### src/rtl/dacreg_pkg.sv
package dacreg_pkg;
    typedef enum logic [2:0] {
        OP_NONE,
        OP_STAGE,
        OP_STAGE_OUT,
        OP_PUSH_ALL,
        OP_READ
    } bus_op_e;
endpackage

### src/rtl/dacreg_decode.sv
module dacreg_decode
    import dacreg_pkg::*;
#(
    parameter int NCH = 4,
    localparam int AW = $clog2(NCH)
) (
    input  logic           cs_n,
    input  logic           rw_n,
    input  logic           ldac_n,
    input  logic [AW-1:0]  addr,
    output bus_op_e        op,
    output logic [NCH-1:0] sel
);
    always_comb begin
        op  = OP_NONE;
        sel = '0;
        if (cs_n) begin
            if (!ldac_n) op = OP_PUSH_ALL;
        end else begin
            sel[addr] = 1'b1;
            if (!rw_n) op = ldac_n ? OP_STAGE : OP_STAGE_OUT;
            else if (ldac_n) op = OP_READ;
        end
    end
endmodule

### src/rtl/dacreg_chan.sv
module dacreg_chan
    import dacreg_pkg::*;
#(
    parameter int DW = 12,
    parameter logic [DW-1:0] CLR_CODE = '0
) (
    input  logic          clk,
    input  logic          arst_n,
    input  bus_op_e       op,
    input  logic          hit,
    input  logic [DW-1:0] din,
    output logic [DW-1:0] stage_q,
    output logic [DW-1:0] out_q
);
    typedef struct packed {
        logic [DW-1:0] stage;
        logic [DW-1:0] outv;
    } chan_t;

    chan_t st_d, st_q;

    always_comb begin
        st_d = st_q;
        case (op)
            OP_STAGE:     if (hit) st_d.stage = din;
            OP_STAGE_OUT: if (hit) begin
                              st_d.stage = din;
                              st_d.outv  = din;
                          end
            OP_PUSH_ALL:  st_d.outv = st_q.stage;
            default:      ;
        endcase
    end

    always_ff @(posedge clk or negedge arst_n) begin
        if (!arst_n) begin
            st_q.stage <= CLR_CODE;
            st_q.outv  <= CLR_CODE;
        end else begin
            st_q <= st_d;
        end
    end

    assign stage_q = st_q.stage;
    assign out_q   = st_q.outv;
endmodule

### src/rtl/dacreg_rdmux.sv
module dacreg_rdmux #(
    parameter int NCH = 4,
    parameter int DW  = 12,
    localparam int AW = $clog2(NCH)
) (
    input  logic [NCH*DW-1:0] stage_flat,
    input  logic [AW-1:0]     addr,
    input  logic              rd_en,
    output logic [DW-1:0]     dout,
    output logic              dout_oe
);
    always_comb begin
        dout    = rd_en ? stage_flat[addr*DW +: DW] : '0;
        dout_oe = rd_en;
    end
endmodule

### src/rtl/quad_dac_regbank.sv
module quad_dac_regbank
    import dacreg_pkg::*;
#(
    parameter int NCH     = 4,
    parameter int DW      = 12,
    parameter bit CLR_MID = 1'b1,
    localparam int AW = $clog2(NCH)
) (
    input  logic              clk,
    input  logic              rst_n,
    input  logic              clr_n,
    input  logic              cs_n,
    input  logic              rw_n,
    input  logic              ldac_n,
    input  logic [AW-1:0]     addr,
    input  logic [DW-1:0]     din,
    output logic [DW-1:0]     dout,
    output logic              dout_oe,
    output logic [NCH*DW-1:0] dac_out
);
    localparam logic [DW-1:0] CLR_CODE = CLR_MID ? {1'b1, {(DW-1){1'b0}}} : '0;

    bus_op_e           op;
    logic [NCH-1:0]    sel;
    logic [NCH*DW-1:0] stage_flat;
    logic              arst_n;

    assign arst_n = rst_n & clr_n;

    dacreg_decode #(.NCH(NCH)) u_dec (
        .cs_n(cs_n), .rw_n(rw_n), .ldac_n(ldac_n), .addr(addr),
        .op(op), .sel(sel)
    );

    for (genvar k = 0; k < NCH; k++) begin : g_chan
        dacreg_chan #(.DW(DW), .CLR_CODE(CLR_CODE)) u_chan (
            .clk(clk), .arst_n(arst_n), .op(op), .hit(sel[k]), .din(din),
            .stage_q(stage_flat[k*DW +: DW]),
            .out_q(dac_out[k*DW +: DW])
        );
    end

    dacreg_rdmux #(.NCH(NCH), .DW(DW)) u_rd (
        .stage_flat(stage_flat), .addr(addr), .rd_en(op == OP_READ),
        .dout(dout), .dout_oe(dout_oe)
    );
endmodule

### config.mk
export PLATFORM = sky130hd
export DESIGN_NAME = quad_dac_regbank
export DESIGN_NICKNAME = d
export VERILOG_FILES = /design/src/rtl/dacreg_pkg.sv /design/src/rtl/dacreg_decode.sv /design/src/rtl/dacreg_chan.sv /design/src/rtl/dacreg_rdmux.sv /design/src/rtl/quad_dac_regbank.sv
export SDC_FILE = /design/constraint.sdc
export NUM_CORES = 1
export LEC_CHECK = 0
export BUFFER_PORTS_ARGS = -buffer_cell sky130_fd_sc_hd__buf_2
export CAP_MARGIN = 10
export CORE_MARGIN = 4
export CORE_UTILIZATION = 25
export CTS_BUF_LIST = sky130_fd_sc_hd__clkbuf_4 sky130_fd_sc_hd__clkbuf_8
export DETAILED_ROUTE_END_ITERATION = 12
export PLACE_DENSITY = 0.51
export SLEW_MARGIN = 15
export SYNTH_ARGS = -nofsm -noshare
export SYNTH_HDL_FRONTEND = slang
export SYNTH_SLANG_ARGS = --single-unit
### constraint.sdc
create_clock -name clk -period 5.84 [get_ports clk]
set_input_delay 0.584 -clock clk [delete_from_list [all_inputs] [get_ports clk]]
set_output_delay 0.584 -clock clk [all_outputs]
set_load 0.02 [all_outputs]
Word level (Yosys, flattened, before mapping)
Index checks and enable logic that the tools add are counted.
{"block": "classes", "mul": 1, "n_lt_le_gt_ge": 2, "n_eq_ne": 12, "n_shift": 1, "n_mux": 25, "bitwise_logic": 1, "n_reduce_logical": 11}
{"op": "$pmux W12 S2", "count": 8}
{"op": "$mux W24", "count": 4}
{"op": "$mux W12", "count": 5}
{"op": "$shiftx A48 B7 Y12", "count": 1}
{"op": "$ne A2 B2 Y1 const B", "count": 8}
{"op": "$reduce_and A3 Y1", "count": 4}
{"op": "$mux W3", "count": 3}
{"op": "$reduce_and A2 Y1", "count": 4}
{"op": "$eq A3 B2 Y1 const B", "count": 2}
{"op": "$mul A2 B2 Y4 const B", "count": 1}
{"op": "$mux W2", "count": 2}
{"op": "$mux W4", "count": 1}
{"op": "$reduce_bool A2 Y1", "count": 2}
{"op": "$eq A3 B1 Y1 const B", "count": 1}
{"op": "$eq A3 B3 Y1 const B", "count": 1}
{"op": "$lt A2 B3 Y1 const B", "count": 1}
{"op": "$demux W1 S2", "count": 1}
{"op": "$ge A2 B1 Y1 const B", "count": 1}
{"op": "$and A1 B1 Y1", "count": 1}
{"op": "$logic_and A1 B1 Y1", "count": 1}
{"op": "$mux W1", "count": 1}
{"block": "totals", "register_bits": 96, "input_bits": 20, "output_inout_bits": 61, "elab_cells": 61}

Depth between registers and ports, before layout
{"block": "depth", "depth_word": 7, "ltp_mapped": 6, "mapped_depth_nobuf": 3}

Modules after synthesis
Synthesis repeated with hierarchy kept, for this count alone.
{"block": "unflattened", "cells_unflattened": 323, "area_unflattened_um2": 4830.9}
{"module": "dacreg_chan", "instances": 4, "cells_per_inst": 67, "area_per_inst_um2": 1092.3, "seq_area_each_um2": 603.1}
{"module": "dacreg_rdmux", "instances": 1, "cells_per_inst": 44, "area_per_inst_um2": 387.9, "seq_area_each_um2": 0.0}
{"module": "dacreg_decode", "instances": 1, "cells_per_inst": 9, "area_per_inst_um2": 55.1, "seq_area_each_um2": 0.0}
{"module": "quad_dac_regbank", "instances": 1, "cells_per_inst": 2, "area_per_inst_um2": 18.8, "seq_area_each_um2": 0.0}

Least setup slack after synthesis
OpenSTA, ideal clock, no wires.
{"block": "synth_path", "kind": "in2out", "from": "input port addr[0]", "to": "output port dout[0]", "arrival_time_ns": 1.582, "required_ns": 5.256, "path_slack_ns": 3.674, "cell_stages": 4, "n_path_buf": 2, "cell_sequence": "buf_6 > buf_6 > mux4_2 > nor2b_1"}
{"block": "synth_via", "elab_chain_len": 3}
{"element": "start, declared", "line": "quad_dac_regbank.sv:15", "text": "input logic [AW-1:0] addr,"}
{"element": "$mul A2 B2 Y4", "line": "dacreg_rdmux.sv:13", "text": "dout = rd_en ? stage_flat[addr*DW +: DW] : '0;"}
{"element": "$shiftx A48 B7 Y12", "line": "dacreg_rdmux.sv:13"}
{"element": "$mux W12", "line": "dacreg_rdmux.sv:13"}
{"element": "end, declared", "line": "quad_dac_regbank.sv:17", "text": "output logic [DW-1:0] dout,"}
Every way passes these cells.

Worst setup path in the final report
{"block": "layout_path", "from": "input port addr[0]", "to": "output port dout[1]"}
Same word-level chain as after synthesis.

==> summary.txt <==
Detailed routing
  • DRC violations left: 0
  • DRT iter0 DRCs: 249
  • Count of nets left with antenna violations after detail routing: 0
  • Average vias per placed instance: 4.96
  • Drt wl/cell: 19.3 um
  • Routed wire length: 13800 um
  • TritonRoute pass-1 iters: 4
  • Count of vias placed by the detailed router: 3562

Timing
  • Count of final max-slew check failures: 0
  • Actual slew at the worst max-slew pin: 1070 ps
  • Maximum frequency from static timing analysis: 369 MHz
  • Relative slew slack: 28.1%
  • Final Skew: 3.77 ps
  • Clock period minus worst slack: 2710 ps
  • Final worst-path cycle share: 46.3%
  • RSZ-0062 raised after global routing: false
  • Final setup TNS: 0 ps
  • Setup Viol. Count Final: 0
  • Number of hold violations in the final report: 0

Pwr
  • Worst vdd rail ir drop: 0.0988 mV
  • P per Cell Area: 335 nW/um2
  • Internal Dissipation: 0.00123 W
  • Switching Power: 0.000593 W
  • Fraction of power consumed by combinational cells: 26.1%
  • Switching power as a share of total power: 32.6%
  • Cell leakage power: 2.25 nW
  • Clock share of power: 24.1%
  • Sequential share of power: 49.8%

Critical path
  • Crit path DAT: 2120 ps
  • Sort of element at the start of the critical path: input pin
  • Highest-delay cell along the critical path: mux4_2
  • Worst path max stage delay: 580 ps
  • Endpoint kind of the worst setup timing path: primary output
  • Library cell appearing most often on the critical path: buf_2
  • Required time at the endpoint of the critical path: 5260 ps
  • Critical path class: in2out
  • Crit-path cells: buf_2 > buf_4 > mux4_2 > nor2b_1 > buf_2
  • Top fanout value on the critical path: 44

Synthesis
  • Post-synth design cell area: 4720 um2
  • Adder-cell area share of the yosys netlist: 0%
  • XOR/XNOR Fraction of Synth Area: 0%
  • Post-synthesis share of cell area spent on and, or, nand and nor gates: 14.9%
  • Syn_area_per_cell: 11.2 um2
  • Yosys warnings: 0
  • Synthesized Nets: 443
  • Gate Count Post-Synth: 423
  • Main combinational cell family by area after synthesis: multiplexers
  • Number of storage elements in the synthesis netlist: 96
  • Synth Area in Compound Gates: 11.6%
  • Mux share of post-synthesis cell area: 17.2%
  • Register area share after synthesis: 51.1%
  • Number of library cell types mapped by synthesis: 29

Floorplanning
  • Die outline width: 145 um
  • Number of placement rows: 49
  • DIE HEIGHT: 145 um
  • Number of top-level pins: 81
  • Die area: 21100 um2
  • Std-Cell Core Area: 18300 um2
  • Initial standard-cell utilization of the core: 25.8%

Placed design
  • # port buffers: 80
  • Final GP Congestion: 0.726
  • Placement Cell Area: 5240 um2
  • Total half-perimeter wirelength after legalization and detailed placement: 8950 um

Global route
  • Residual overflow from global routing: 0
  • Routing usage on met2: 20.1%
  • Most used routing layer: met2
  • Wire length of the first global-routing pass: 22200 um
  • Vias in the first global route: 3634
  • Global-route track usage on met1: 18.6%
  • Pin count of the biggest net entering global routing: 97
  • GRT met3 Usage: 3.58%
  • Initial antenna violation count: 0
  • GRT Util Overall: 13.2%

Clocking
  • Clock tree from TritonCTS: done
  • Cell at the root of the clock tree: clkbuf_8
  • Num CTS Buffers: 9
  • Number of buffers on the longest clock path: 2
  • Clk pin slew, worst setup/hold paths: 90 ps
  • Cells resized by post-CTS repair: 0
  • Max H-tree Level: 3
  • Clock sink count: 96
  • Cts hold-fix bufs: 0
  • Source-to-sink clock delay at the later pin of the worst-skew pair: 360 ps
  • Buffers inserted during post-CTS setup optimization: 0

Final layout
  • Number of fill cells: 1894
  • Antenna diode instance count: 0
  • Post-synthesis to final-layout area growth: 15.1%
  • Fin area: 5430 um2
  • Nets@finish: 505
  • Utilization of the core after routing: 29.7%
  • Share of final-layout standard cells stronger than drive strength 1: 36.4%

Job
  • Number of max-capacitance violations reported: 0

Worst hold path
  • Path category of the worst min-delay check: in2async

Status
  • Run status: complete, no violations
==> power by group through the flow <==
stage | Sequential [W] | Combinational, W | Clock [W]
finish | 0.000907 | 0.000475 | 0.000440
global route | 0.000928 | 0.000521 | 0.000479
CTS | 0.000909 | 0.000484 | 0.000453
detailed placement | 0.000920 | 0.000482 | 0
global placement | 0.000914 | 0.000476 | 0
floorplan | 0.000982 | 0.000246 | 0
==> area by class of cell <==
class,count,area (um2),area share [%]
inverter,2,7.51,0.138
multi-input combinational,287,2070,38.1
timing repair buffer,89,468,8.62
tap,229,287,5.28
clock buffer,11,145,2.67
sequential,96,2410,44.4
clock inverter,4,45.0,0.829
==> worst paths after layout <==
check / start / to / slack (ps) / cells after the start
max in group asynchronous: rst_n / g_chan[2].u_chan.stage_q[2] / 4370 / 3
worst max-delay path: addr[0] / dout[1] / 3130 / 5
worst min-delay path: clr_n / g_chan[0].u_chan.stage_q[3] / 330 / 2
min in group clk: g_chan[1].u_chan.out_q[11] / g_chan[1].u_chan.out_q[11] / 500 / 2
worst min register to register: g_chan[1].u_chan.out_q[11] / g_chan[1].u_chan.out_q[11] / 500 / 2
worst max register to register: g_chan[0].u_chan.out_q[11] / g_chan[0].u_chan.out_q[11] / 4950 / 2
==> cells in the mapped netlist, drive strengths merged <==
| cell type | count | area share (%) |
|---|---|---|
| dfrtp | 88 | 47 |
| a31oi | 48 | 6.4 |
| mux2 | 48 | 11 |
| nor2 | 48 | 3.8 |
| o21ai | 48 | 5.2 |
| buf | 27 | 4.2 |
| nand2 | 24 | 1.9 |
| nand3 | 24 | 2.5 |
| nor2b | 24 | 3.2 |
| mux4 | 12 | 5.7 |
| clkbuf | 11 | 0.87 |
| dfstp | 8 | 4.5 |
| nor4 | 3 | 1.2 |
| nor4b | 3 | 1.3 |
| inv | 2 | 0.16 |
| and2 | 1 | 0.13 |
| nand2b | 1 | 0.13 |
| nand3b | 1 | 0.16 |
| or4 | 1 | 0.24 |
| or4b | 1 | 0.29 |
==> logic make-up (layout without fill, tap and decap cells) <==
family          Yosys count  after routing
buf+inv                  40            106
flops                    96             96
simple gates            131            131
mux                      60             60
compound gates           96             96
==> sequential cells by signal, summed over array words and instances (netlist names) <==
| signal | cells |
|---|---|
| g_chan.u_chan.out_q | 48 |
| g_chan.u_chan.stage_q | 48 |
==> placed cells by master, fill, tap and decap left out <==
cell type	instances
clkinv_2	3
dfstp_2	8
mux2_2	41
dfrtp_1	88
a31oi_1	48
bufinv_16	1
nor4b_2	1
buf_4	9
or4b_4	1
mux2_1	7
and2_4	1
nor2_1	48
nor2b_1	24
or4_4	1
clkbuf_8	10
o21ai_2	2
o21ai_0	6
nand3b_1	1
inv_2	1
nand2_1	24
inv_1	1
nor4_4	2
clkbuf_4	1
nand2b_2	1
o21ai_1	40
buf_2	80
nand3_1	24
mux4_2	12
nor4_2	1
nor4b_4	2
==> per-stage QoR <==
stage	hold WS (ps)	setup slack [ps]	power (W)	instances
floorplan	477	2250	0.00123	423
global placement	479	3140	0.00139	703
detailed placement	483	3120	0.00140	703
CTS	333	3120	0.00185	718
global route	369	3040	0.00193	718
finish	329	3130	0.00182	718
==> per-layer routing <==
metal,routed length [um],up-vias
li1,-,1653
met1,6620,1809
met2,6140,84
met3,872,16
met4,194,0
met5,0,-
==> critical path, delay by kind of cell <==
| family | cells | cell delay (ps) |
|---|---|---|
| buf+inv | 3 | 760 |
| simple gates | 1 | 160 |
| mux | 1 | 580 |
Note: power is estimated with default switching activity, not from simulation.
